**src/rtl/gpio_eirq_pkg.sv**
```systemverilog
package gpio_eirq_pkg;
  localparam int LINES         = 16;
  localparam int SEL_W         = 3;
  localparam int SLOT_W        = 4;
  localparam int LINES_PER_SEL = 8;
  localparam int DATA_W        = 32;
  localparam int IDX_W         = 3;

  typedef enum logic [IDX_W-1:0] {
    IDX_SEL_LO = 3'd0,
    IDX_SEL_HI = 3'd1,
    IDX_RISE   = 3'd2,
    IDX_FALL   = 3'd3,
    IDX_IEN    = 3'd4,
    IDX_FLAG   = 3'd5,
    IDX_CLR    = 3'd6
  } reg_idx_e;

  function automatic logic [LINES-1:0] parity_mask(input logic odd);
    logic [LINES-1:0] m;
    for (int i = 0; i < LINES; i++) m[i] = ((i % 2) == 1) == odd;
    return m;
  endfunction
endpackage

```
**src/rtl/gpio_eirq_sync.sv**
```systemverilog
module gpio_eirq_sync #(
  parameter int WIDTH  = 1,
  parameter int STAGES = 2
) (
  input  logic             clk_i,
  input  logic             rst_ni,
  input  logic [WIDTH-1:0] d_i,
  output logic [WIDTH-1:0] q_o
);
  logic [STAGES-1:0][WIDTH-1:0] stg_q;

  always_ff @(posedge clk_i or negedge rst_ni) begin
    if (!rst_ni) begin
      stg_q <= '0;
    end else begin
      stg_q[0] <= d_i;
      for (int s = 1; s < STAGES; s++) stg_q[s] <= stg_q[s-1];
    end
  end

  assign q_o = stg_q[STAGES-1];
endmodule

```
**src/rtl/gpio_eirq_regs.sv**
```systemverilog
module gpio_eirq_regs
  import gpio_eirq_pkg::*;
#(
  parameter int ADDR_W = 5
) (
  input  logic                        clk_i,
  input  logic                        rst_ni,
  input  logic                        req_i,
  input  logic                        we_i,
  input  logic [ADDR_W-1:0]           addr_i,
  input  logic [DATA_W-1:0]           wdata_i,
  output logic [DATA_W-1:0]           rdata_o,
  input  logic [LINES-1:0]            flag_i,
  output logic [LINES-1:0][SEL_W-1:0] sel_o,
  output logic [LINES-1:0]            sel_wr_o,
  output logic [LINES-1:0][SEL_W-1:0] sel_wdata_o,
  output logic [LINES-1:0]            rise_o,
  output logic [LINES-1:0]            fall_o,
  output logic [LINES-1:0]            ien_o,
  output logic [LINES-1:0]            clr_o
);
  localparam int BASE_LSB = 2;
  localparam int TOP_LSB  = BASE_LSB + IDX_W;

  logic             upper_ok, aligned, hit, wr, rd;
  logic [IDX_W-1:0] idx;
  logic             unused_wdata;

  logic [LINES-1:0][SEL_W-1:0] sel_q;
  logic [LINES-1:0]            rise_q, fall_q, ien_q;

  assign idx     = addr_i[TOP_LSB-1:BASE_LSB];
  assign aligned = addr_i[BASE_LSB-1:0] == '0;

  generate
    if (ADDR_W > TOP_LSB) begin : g_upper
      assign upper_ok = addr_i[ADDR_W-1:TOP_LSB] == '0;
    end else begin : g_noupper
      assign upper_ok = 1'b1;
    end
  endgenerate

  assign hit          = req_i && upper_ok && aligned;
  assign wr           = hit && we_i;
  assign rd           = hit && !we_i;
  assign unused_wdata = ^wdata_i;

  // per-line select slots, low register for lines 0..7, high for 8..15
  generate
    for (genvar n = 0; n < LINES; n++) begin : g_sel
      localparam int       LSB    = SLOT_W * (n % LINES_PER_SEL);
      localparam reg_idx_e SEL_IX = (n < LINES_PER_SEL) ? IDX_SEL_LO : IDX_SEL_HI;

      assign sel_wr_o[n]    = wr && (idx == SEL_IX);
      assign sel_wdata_o[n] = wdata_i[LSB +: SEL_W];

      always_ff @(posedge clk_i or negedge rst_ni) begin
        if (!rst_ni)          sel_q[n] <= '0;
        else if (sel_wr_o[n]) sel_q[n] <= sel_wdata_o[n];
      end
    end
  endgenerate

  always_ff @(posedge clk_i or negedge rst_ni) begin
    if (!rst_ni) begin
      rise_q <= '0;
      fall_q <= '0;
      ien_q  <= '0;
    end else if (wr) begin
      case (idx)
        IDX_RISE: rise_q <= wdata_i[LINES-1:0];
        IDX_FALL: fall_q <= wdata_i[LINES-1:0];
        IDX_IEN:  ien_q  <= wdata_i[LINES-1:0];
        default:  ;
      endcase
    end
  end

  assign clr_o = (wr && idx == IDX_CLR) ? wdata_i[LINES-1:0] : '0;

  always_comb begin
    rdata_o = '0;
    if (rd) begin
      case (idx)
        IDX_SEL_LO:
          for (int k = 0; k < LINES_PER_SEL; k++) rdata_o[SLOT_W*k +: SEL_W] = sel_q[k];
        IDX_SEL_HI:
          for (int k = 0; k < LINES_PER_SEL; k++)
            rdata_o[SLOT_W*k +: SEL_W] = sel_q[k+LINES_PER_SEL];
        IDX_RISE: rdata_o[LINES-1:0] = rise_q;
        IDX_FALL: rdata_o[LINES-1:0] = fall_q;
        IDX_IEN:  rdata_o[LINES-1:0] = ien_q;
        IDX_FLAG: rdata_o[LINES-1:0] = flag_i;
        default:  rdata_o = '0;
      endcase
    end
  end

  assign sel_o  = sel_q;
  assign rise_o = rise_q;
  assign fall_o = fall_q;
  assign ien_o  = ien_q;
endmodule

```
**src/rtl/gpio_eirq_line.sv**
```systemverilog
module gpio_eirq_line
  import gpio_eirq_pkg::*;
#(
  parameter int NUM_PORTS = 6
) (
  input  logic                 clk_i,
  input  logic                 rst_ni,
  input  logic [NUM_PORTS-1:0] pins_i,
  input  logic [SEL_W-1:0]     sel_i,
  input  logic                 sel_wr_i,
  input  logic [SEL_W-1:0]     sel_wdata_i,
  input  logic                 rise_en_i,
  input  logic                 fall_en_i,
  input  logic                 clr_i,
  output logic                 set_o,
  output logic                 flag_o
);
  logic cur, nxt_prev, prev_q, flag_q;

  // unmapped select values yield a constant low pin
  function automatic logic pick(input logic [NUM_PORTS-1:0] pins, input logic [SEL_W-1:0] sel);
    logic v;
    v = 1'b0;
    for (int p = 0; p < NUM_PORTS; p++) if (sel == SEL_W'(p)) v = pins[p];
    return v;
  endfunction

  assign cur      = pick(pins_i, sel_i);
  // reload history from the newly selected pin so a select change is not an edge
  assign nxt_prev = sel_wr_i ? pick(pins_i, sel_wdata_i) : cur;
  assign set_o    = (rise_en_i && cur && !prev_q) || (fall_en_i && !cur && prev_q);

  always_ff @(posedge clk_i or negedge rst_ni) begin
    if (!rst_ni) begin
      prev_q <= 1'b0;
      flag_q <= 1'b0;
    end else begin
      prev_q <= nxt_prev;
      flag_q <= (flag_q && !clr_i) || set_o;
    end
  end

  assign flag_o = flag_q;
endmodule

```
**src/rtl/gpio_eirq_top.sv**
```systemverilog
module gpio_eirq_top
  import gpio_eirq_pkg::*;
#(
  parameter int NUM_PORTS   = 6,   // at most 2**SEL_W
  parameter int SYNC_STAGES = 2,
  parameter int ADDR_W      = 5
) (
  input  logic                       clk_i,
  input  logic                       rst_ni,
  input  logic                       req_i,
  input  logic                       we_i,
  input  logic [ADDR_W-1:0]          addr_i,
  input  logic [DATA_W-1:0]          wdata_i,
  output logic [DATA_W-1:0]          rdata_o,
  input  logic [LINES*NUM_PORTS-1:0] gpio_i,
  output logic                       irq_even_o,
  output logic                       irq_odd_o
);
  localparam int                 PIN_W     = LINES * NUM_PORTS;
  localparam logic [LINES-1:0]   EVEN_MASK = parity_mask(1'b0);
  localparam logic [LINES-1:0]   ODD_MASK  = parity_mask(1'b1);

  logic [PIN_W-1:0]                pin_s;
  logic [LINES-1:0][SEL_W-1:0]     sel_q, sel_wdata;
  logic [LINES-1:0]                sel_wr, rise_q, fall_q, ien_q, clr_vec, set_vec, flag_q;
  logic [LINES-1:0][NUM_PORTS-1:0] line_pins;

  gpio_eirq_sync #(
    .WIDTH  (PIN_W),
    .STAGES (SYNC_STAGES)
  ) u_sync (
    .clk_i  (clk_i),
    .rst_ni (rst_ni),
    .d_i    (gpio_i),
    .q_o    (pin_s)
  );

  gpio_eirq_regs #(
    .ADDR_W (ADDR_W)
  ) u_regs (
    .clk_i       (clk_i),
    .rst_ni      (rst_ni),
    .req_i       (req_i),
    .we_i        (we_i),
    .addr_i      (addr_i),
    .wdata_i     (wdata_i),
    .rdata_o     (rdata_o),
    .flag_i      (flag_q),
    .sel_o       (sel_q),
    .sel_wr_o    (sel_wr),
    .sel_wdata_o (sel_wdata),
    .rise_o      (rise_q),
    .fall_o      (fall_q),
    .ien_o       (ien_q),
    .clr_o       (clr_vec)
  );

  generate
    for (genvar n = 0; n < LINES; n++) begin : g_line
      for (genvar p = 0; p < NUM_PORTS; p++) begin : g_port
        assign line_pins[n][p] = pin_s[p*LINES + n];
      end

      gpio_eirq_line #(
        .NUM_PORTS (NUM_PORTS)
      ) u_line (
        .clk_i       (clk_i),
        .rst_ni      (rst_ni),
        .pins_i      (line_pins[n]),
        .sel_i       (sel_q[n]),
        .sel_wr_i    (sel_wr[n]),
        .sel_wdata_i (sel_wdata[n]),
        .rise_en_i   (rise_q[n]),
        .fall_en_i   (fall_q[n]),
        .clr_i       (clr_vec[n]),
        .set_o       (set_vec[n]),
        .flag_o      (flag_q[n])
      );
    end
  endgenerate

  assign irq_even_o = |(flag_q & ien_q & EVEN_MASK);
  assign irq_odd_o  = |(flag_q & ien_q & ODD_MASK);
endmodule

```
**config.mk**
```make
export PLATFORM = sky130hd
export DESIGN_NAME = gpio_eirq_top
export DESIGN_NICKNAME = d
export VERILOG_FILES = /design/src/rtl/gpio_eirq_pkg.sv /design/src/rtl/gpio_eirq_sync.sv /design/src/rtl/gpio_eirq_regs.sv /design/src/rtl/gpio_eirq_line.sv /design/src/rtl/gpio_eirq_top.sv
export SDC_FILE = /design/constraint.sdc
export NUM_CORES = 1
export LEC_CHECK = 0
export ABC_AREA = 0
export BUFFER_PORTS_ARGS = -buffer_cell sky130_fd_sc_hd__clkbuf_2
export CELL_PAD_IN_SITES_DETAIL_PLACEMENT = 1
export CELL_PAD_IN_SITES_GLOBAL_PLACEMENT = 2
export CORE_MARGIN = 3
export CORE_UTILIZATION = 43
export DETAILED_ROUTE_END_ITERATION = 12
export GPL_TIMING_DRIVEN = 0
export PLACE_DENSITY = 0.91
export SLEW_MARGIN = 10
export SYNTH_ARGS = -nofsm -noshare
export SYNTH_HDL_FRONTEND = slang
export SYNTH_SLANG_ARGS = --single-unit
```
**constraint.sdc**
```tcl
create_clock -name clk_i -period 5.85 [get_ports clk_i]
set_input_delay 1.17 -clock clk_i [delete_from_list [all_inputs] [get_ports clk_i]]
set_output_delay 1.17 -clock clk_i [all_outputs]
set_load 0.02 [all_outputs]
```
==> results of run 1 <==
cell type report:
| type | instances | area share |
|---|---|---|
| antenna | 1 | 0.000163 |
| buffer | 44 | 0.0157 |
| clock buffer | 49 | 0.0686 |
| clock inverter | 12 | 0.0111 |
| inverter | 29 | 0.00710 |
| multi-input combinational | 540 | 0.288 |
| sequential | 320 | 0.523 |
| tap | 384 | 0.0314 |
| timing repair buffer | 153 | 0.0550 |
cells by family (layout without fill, tap and decap cells):
group,Yosys count,after routing,share of synthesized area
compound gates,172,172,0.0862
buf+inv,73,287,0.0273
flops,320,320,0.627
mux,188,188,0.179
other cells,1,5,0.000294
simple gates,176,176,0.0799
Yosys cell counts (all sizes together), types with 5 or more instances:
| cell | instances |
|---|---|
| nand2b | 7 |
| inv | 29 |
| a22oi | 31 |
| clkbuf | 18 |
| dfrtp | 320 |
| nor3 | 23 |
| or3b | 7 |
| and2 | 14 |
| nor3b | 11 |
| a21oi | 29 |
| buf | 26 |
| nor2 | 31 |
| mux4 | 23 |
| o21ai | 57 |
| a21boi | 7 |
| o211ai | 5 |
| mux2i | 72 |
| o22ai | 17 |
| o41a | 8 |
| nand2 | 44 |
| mux2 | 93 |
| nor2b | 27 |
final timing paths:
| check | start | end | slack, ps |
|---|---|---|---|
| max | we_i | rdata_o[17] | 1350 |
| max reg2reg | u_regs.sel_o[15]$_DFFE_PN0P_ | g_line[5].u_line.flag_o$_DFF_PN0_ | 4060 |
| min in group asynchronous | rst_ni | u_sync.stg_q[0]$_DFF_PN0_ | 610 |
| min reg2reg | u_sync.stg_q[59]$_DFF_PN0_ | u_sync.q_o[59]$_DFF_PN0_ | 340 |
| max in group asynchronous | rst_ni | u_sync.q_o[4]$_DFF_PN0_ | 3620 |
| min | u_sync.stg_q[59]$_DFF_PN0_ | u_sync.q_o[59]$_DFF_PN0_ | 340 |
sequential cells by signal (all words and copies together) (netlist names):
register,cells
u_regs.sel_o,48
g_line.u_line.prev_q,16
u_regs.fall_o,16
g_line.u_line.flag_o,16
u_sync.stg_q,96
u_regs.ien_o,16
u_sync.q_o,96
u_regs.rise_o,16
layer usage:
metal / vias up / share of wire / track usage
met5: - / 0 / 0
met4: 0 / 0.026 / 0.0649
met3: 62 / 0.057 / 0.0426
met2: 256 / 0.49 / 0.369
met1: 4368 / 0.42 / 0.288
li1: 3718 / - / -
worst reg2reg max path: cells and delay by family (launching register included):
kind	cells	cell delay, ps
flops	1	430
mux	1	530
compound gates	1	180
simple gates	2	540
where the power goes:
| group | internal [mW] | switching (mW) | leakage [nW] |
|---|---|---|---|
| logic | 0.317 | 0.337 | 2.54 |
| clock network | 1.43 | 0.865 | 0.603 |
| registers | 2.43 | 0.177 | 3.84 |
stage by stage:
stage               utilization  cells  power (mW)  setup TNS (ps)  worst slack, ps
detailed placement        0.486   1470        3.28               0             1390
global route              0.528   1532        5.79               0             1200
global placement          0.483   1467        3.24         -933530            -2950
floorplan                     -    933        3.00               0             2240
CTS                       0.528   1531        5.60               0             1330
finish                    0.528   1532        5.55               0             1350
==> flow_metrics.env, run 1 <==
export IMPL_status="completed"
export IMPL_start_kind="input pin"
export IMPL_root_buffer="clkbuf_16"
export IMPL_cp_required_ps=4680
export IMPL_viasPerCell=5.49
export IMPL_synthTopCellsByArea="dfrtp_1 63%, mux2_2 8.0%, mux2i_1 5.6%, mux4_2 4.1%, o21ai_0 2.2%"
export IMPL_grt_pass1_wl_um=52900
export IMPL_p_leak_nw=6.99
export IMPL_routed_wl_um=34300
export IMPL_cp_top_family="simple AND/OR/NAND/NOR gates"
export IMPL_hold_path_depth=0
export IMPL_yosys_area_top_type_share=0.627
export IMPL_crit_top_cell="clkbuf_2"
export IMPL_synth_top_area_cell="dfrtp_1"
export IMPL_critPathBufInv=3
export IMPL_hold_viol=0
export IMPL_finalInstanceArea_um2=15300
export IMPL_die_area_um2=31800
export IMPL_dpl_instance_area_um2=14100
export IMPL_synthDistinctLibCells=50
export IMPL_crit_arrival_ps=3330
export IMPL_worstSkewPairLatency_ps=510
export IMPL_cp_depth=6
export IMPL_drtPass1Iterations=5
export IMPL_relSlewSlack=0.327
export IMPL_hold_class="flop to flop"
export IMPL_fin_skew_ps=9.60
export IMPL_io_pins=171
export IMPL_worstRegToRegCells=4
export IMPL_cts_sinks=320
export IMPL_multiInputGateArea_um2=4420
export IMPL_ant_nets=0
export IMPL_synth_seq_cells=320
export IMPL_period_needed_ps=4500
export IMPL_post_cts_buffers=0
export IMPL_cts_made_buffers=35
export IMPL_synth_edf_count=0
export IMPL_port_buffers=150
export IMPL_finalHoldWorstSlack_ps=338
export IMPL_final_common_cell="dfrtp_1"
export IMPL_start_util=0.440
export IMPL_critPathMaxStageDelay_ps=890
export IMPL_hold_buffers=0
export IMPL_drt_initial_drc_count=558
export IMPL_die_h_um=178
export IMPL_rows=62
export IMPL_rsz0062_at_grt="false"
export IMPL_path_cells="clkbuf_2, nor4b_2, nand2_1, clkbuf_1, nor2_1, clkbuf_2"
export IMPL_synth_cells=930
export IMPL_cts_clk_slew_worst_paths_ps=60
export IMPL_max_slew_worst_pin_slew_ps=1010
export IMPL_die_width_um=178
export IMPL_synth_ff_type="dfrtp_1"
export IMPL_final_cell_mix="320 x dfrtp_1, 149 x clkbuf_2, 91 x mux2_2"
export IMPL_grt_util_all_layers=0.219
export IMPL_setup_viol=0
export IMPL_setup_worst_path_end_class="output port"
export IMPL_crit_type="input pin to output port"
export IMPL_p_per_area_nw_per_um2=362
export IMPL_grt_pass1_vias=9143
export IMPL_ir_worst_vdd_uv=251
export IMPL_crit_slowest_cell="nor4b_2"
export IMPL_finalCritPeriodShare=0.770
export IMPL_regArea_um2=8010
export IMPL_cts_resized=0
export IMPL_cts_htree_levels=2
export IMPL_wl_per_cell_um=22.4
export IMPL_areaGrowthSynthToFinish_pct=20.0
export IMPL_drc=0
export IMPL_place_congestion=0.844
export IMPL_slew_violations=0
export IMPL_synth_cell_area_um2=12800
export IMPL_grt_overflow=0
export IMPL_fmax_ghz=0.222
export IMPL_grt_max_degree=94
export IMPL_yosysSeqAreaShare=0.627
export IMPL_hpwl_um=23800
export IMPL_clockBufferDepth=3
export IMPL_layout_drive_gt1_share=0.314
export IMPL_yosysWarnings=0
export IMPL_async_flop_share=1.00
export IMPL_cts_tree="done"
export IMPL_maxCapViolCount=0
export IMPL_fillers=2964
export IMPL_crit_fanout=10
export IMPL_synth_avg_cell_area_um2=13.7
export IMPL_antenna_found_initial=1
export IMPL_num_vias=8404
export IMPL_layout_nets=1260
export IMPL_core_region_area_um2=29000
No activity file was read; power rests on OpenSTA's default activity.
==> run 2: changes to the inputs <==
- CORE_UTILIZATION: 43 -> 36
- PLACE_DENSITY: 0.91 -> 0.82
- clock period: 5.85 -> 4.05 ns (I/O delays scaled with it)
==> flow_metrics.env, run 2 (synthesis results as in run 1) <==
export IMPL_critPathMaxStageDelay_ps=810
export IMPL_start_util=0.368
export IMPL_finalCritPeriodShare=0.917
export IMPL_slew_violations=0
export IMPL_port_buffers=150
export IMPL_root_buffer="clkbuf_16"
export IMPL_core_region_area_um2=34700
export IMPL_wl_per_cell_um=21.7
export IMPL_antenna_cells=0
export IMPL_die_width_um=194
export IMPL_setup_worst_path_end_class="output port"
export IMPL_drtPass1Iterations=5
export IMPL_cts_resized=0
export IMPL_relSlewSlack=0.378
export IMPL_place_worst_setup_slack_ps=229
export IMPL_p_per_area_nw_per_um2=516
export IMPL_ir_worst_vdd_uv=304
export IMPL_cts_sinks=320
export IMPL_fin_tns_setup_ps=0
export IMPL_finalHoldWorstSlack_ps=226
export IMPL_crit_slowest_cell="nor4b_2"
export IMPL_clockBufferDepth=3
export IMPL_crit_start="we_i"
export IMPL_fin_ws_ps=338
export IMPL_io_pins=171
export IMPL_antenna_found_initial=0
export IMPL_die_area_um2=37800
export IMPL_grt_util_all_layers=0.186
export IMPL_hold_buffers=0
export IMPL_cts_clk_slew_worst_paths_ps=60
export IMPL_die_h_um=194
export IMPL_setup_viol=0
export IMPL_path_cells="clkbuf_2, nor4b_2, nand2_1, clkbuf_1, nor2_1, clkbuf_2"
export IMPL_ant_nets=0
export IMPL_cts_tree="done"
export IMPL_viasPerCell=5.18
export IMPL_worstSkewPairLatency_ps=530
export IMPL_rows=68
export IMPL_crit_top_cell="clkbuf_2"
export IMPL_fmax_ghz=0.269
export IMPL_layout_drive_gt1_share=0.312
export IMPL_critPathBufInv=3
export IMPL_grt_max_degree=109
export IMPL_grt_pass1_wl_um=54800
export IMPL_layout_nets=1262
export IMPL_place_congestion=0.835
export IMPL_period_needed_ps=3710
export IMPL_max_slew_worst_pin_slew_ps=932
export IMPL_crit_type="input pin to output port"
export IMPL_cp_required_ps=3240
export IMPL_post_cts_buffers=0
export IMPL_status="completed"
export IMPL_final_common_cell="dfrtp_1"
export IMPL_areaGrowthSynthToFinish_pct=20.4
export IMPL_hold_viol=0
export IMPL_reg2reg_from="u_regs.sel_o[3]$_DFFE_PN0P_"
export IMPL_final_cell_mix="320 x dfrtp_1, 149 x clkbuf_2, 91 x mux2_2"
export IMPL_crit_fanout=10
export IMPL_routed_wl_um=34800
export IMPL_fin_skew_ps=11.2
export IMPL_hpwl_um=24200
export IMPL_cp_top_family="simple AND/OR/NAND/NOR gates"
export IMPL_hold_class="input pin to async pin"
export IMPL_p_leak_nw=6.98
export IMPL_p_total_mw=7.94
export IMPL_cts_htree_levels=2
export IMPL_start_kind="input pin"
export IMPL_grt_pass1_vias=9190
export IMPL_crit_arrival_ps=2900
export IMPL_drc=0
export IMPL_rsz0062_at_grt="false"
export IMPL_grt_overflow=0
export IMPL_cts_made_buffers=37
export IMPL_drt_initial_drc_count=349
export IMPL_maxCapViolCount=0
export IMPL_num_vias=8319
[run 2: cell count changes in the layout (fill, tap and decap cells not counted), sizes merged]
cell / delta
bufinv: -3
clkbuf: +5
inv: +1
diode: -1
[run 2: final timing paths]
kind                       slack, ps  depth (start not counted)                           endpoint
setup / recovery                 340                          6                        rdata_o[22]
hold / removal                   230                          1           u_sync.q_o[64]$_DFF_PN0_
setup reg to reg                2240                          3  g_line[1].u_line.flag_o$_DFF_PN0_
hold reg to reg                  340                          0           u_sync.q_o[89]$_DFF_PN0_
max in group asynchronous       2550                          3         u_sync.stg_q[54]$_DFF_PN0_
min in group clk_i               340                          0           u_sync.q_o[89]$_DFF_PN0_
[run 2: cell type report]
type | instances | area (um^2)
multi-input cells | 540 | 4420
well taps | 455 | 569
fillers | 3627 | 19300
plain buffers | 44 | 240
repair buffers | 153 | 842
flip-flops and latches | 320 | 8010
clock buffers | 54 | 1100
inverters | 29 | 109
clock inverters | 10 | 85.1
[run 2: through the flow]
stage                     instances   util  cell area (um^2)
after floorplan                 933      -             12800
after global placement         1538  0.406             14100
after detailed placement       1541  0.409             14200
after CTS                      1605  0.443             15400
after global routing           1605  0.443             15400
final                          1605  0.443             15400
[run 2: layer usage]
| metal | part of all wire | wire length (um) | global-route usage | vias up |
|---|---|---|---|---|
| met1 | 0.47 | 16300 | 0.266 | 4337 |
| met4 | 0.020 | 714 | 0.0535 | 0 |
| met5 | 0 | 0 | 0 | - |
| met2 | 0.47 | 16300 | 0.296 | 208 |
| li1 | - | - | - | 3731 |
| met3 | 0.043 | 1480 | 0.0324 | 43 |
[run 2: worst register-to-register path: stages (launching register included)]
cell and delay, ps:
dfrtp_1 470, mux4_2 530, a21oi_1 470, mux2i_1 260
[run 2: report_power, final]
group / total [mW] / switching (mW) / internal [mW] / leakage [nW]
Clock: 3.25 / 1.30 / 1.95 / 0.587
Combinational: 0.931 / 0.473 / 0.458 / 2.54
Sequential: 3.76 / 0.254 / 3.51 / 3.84
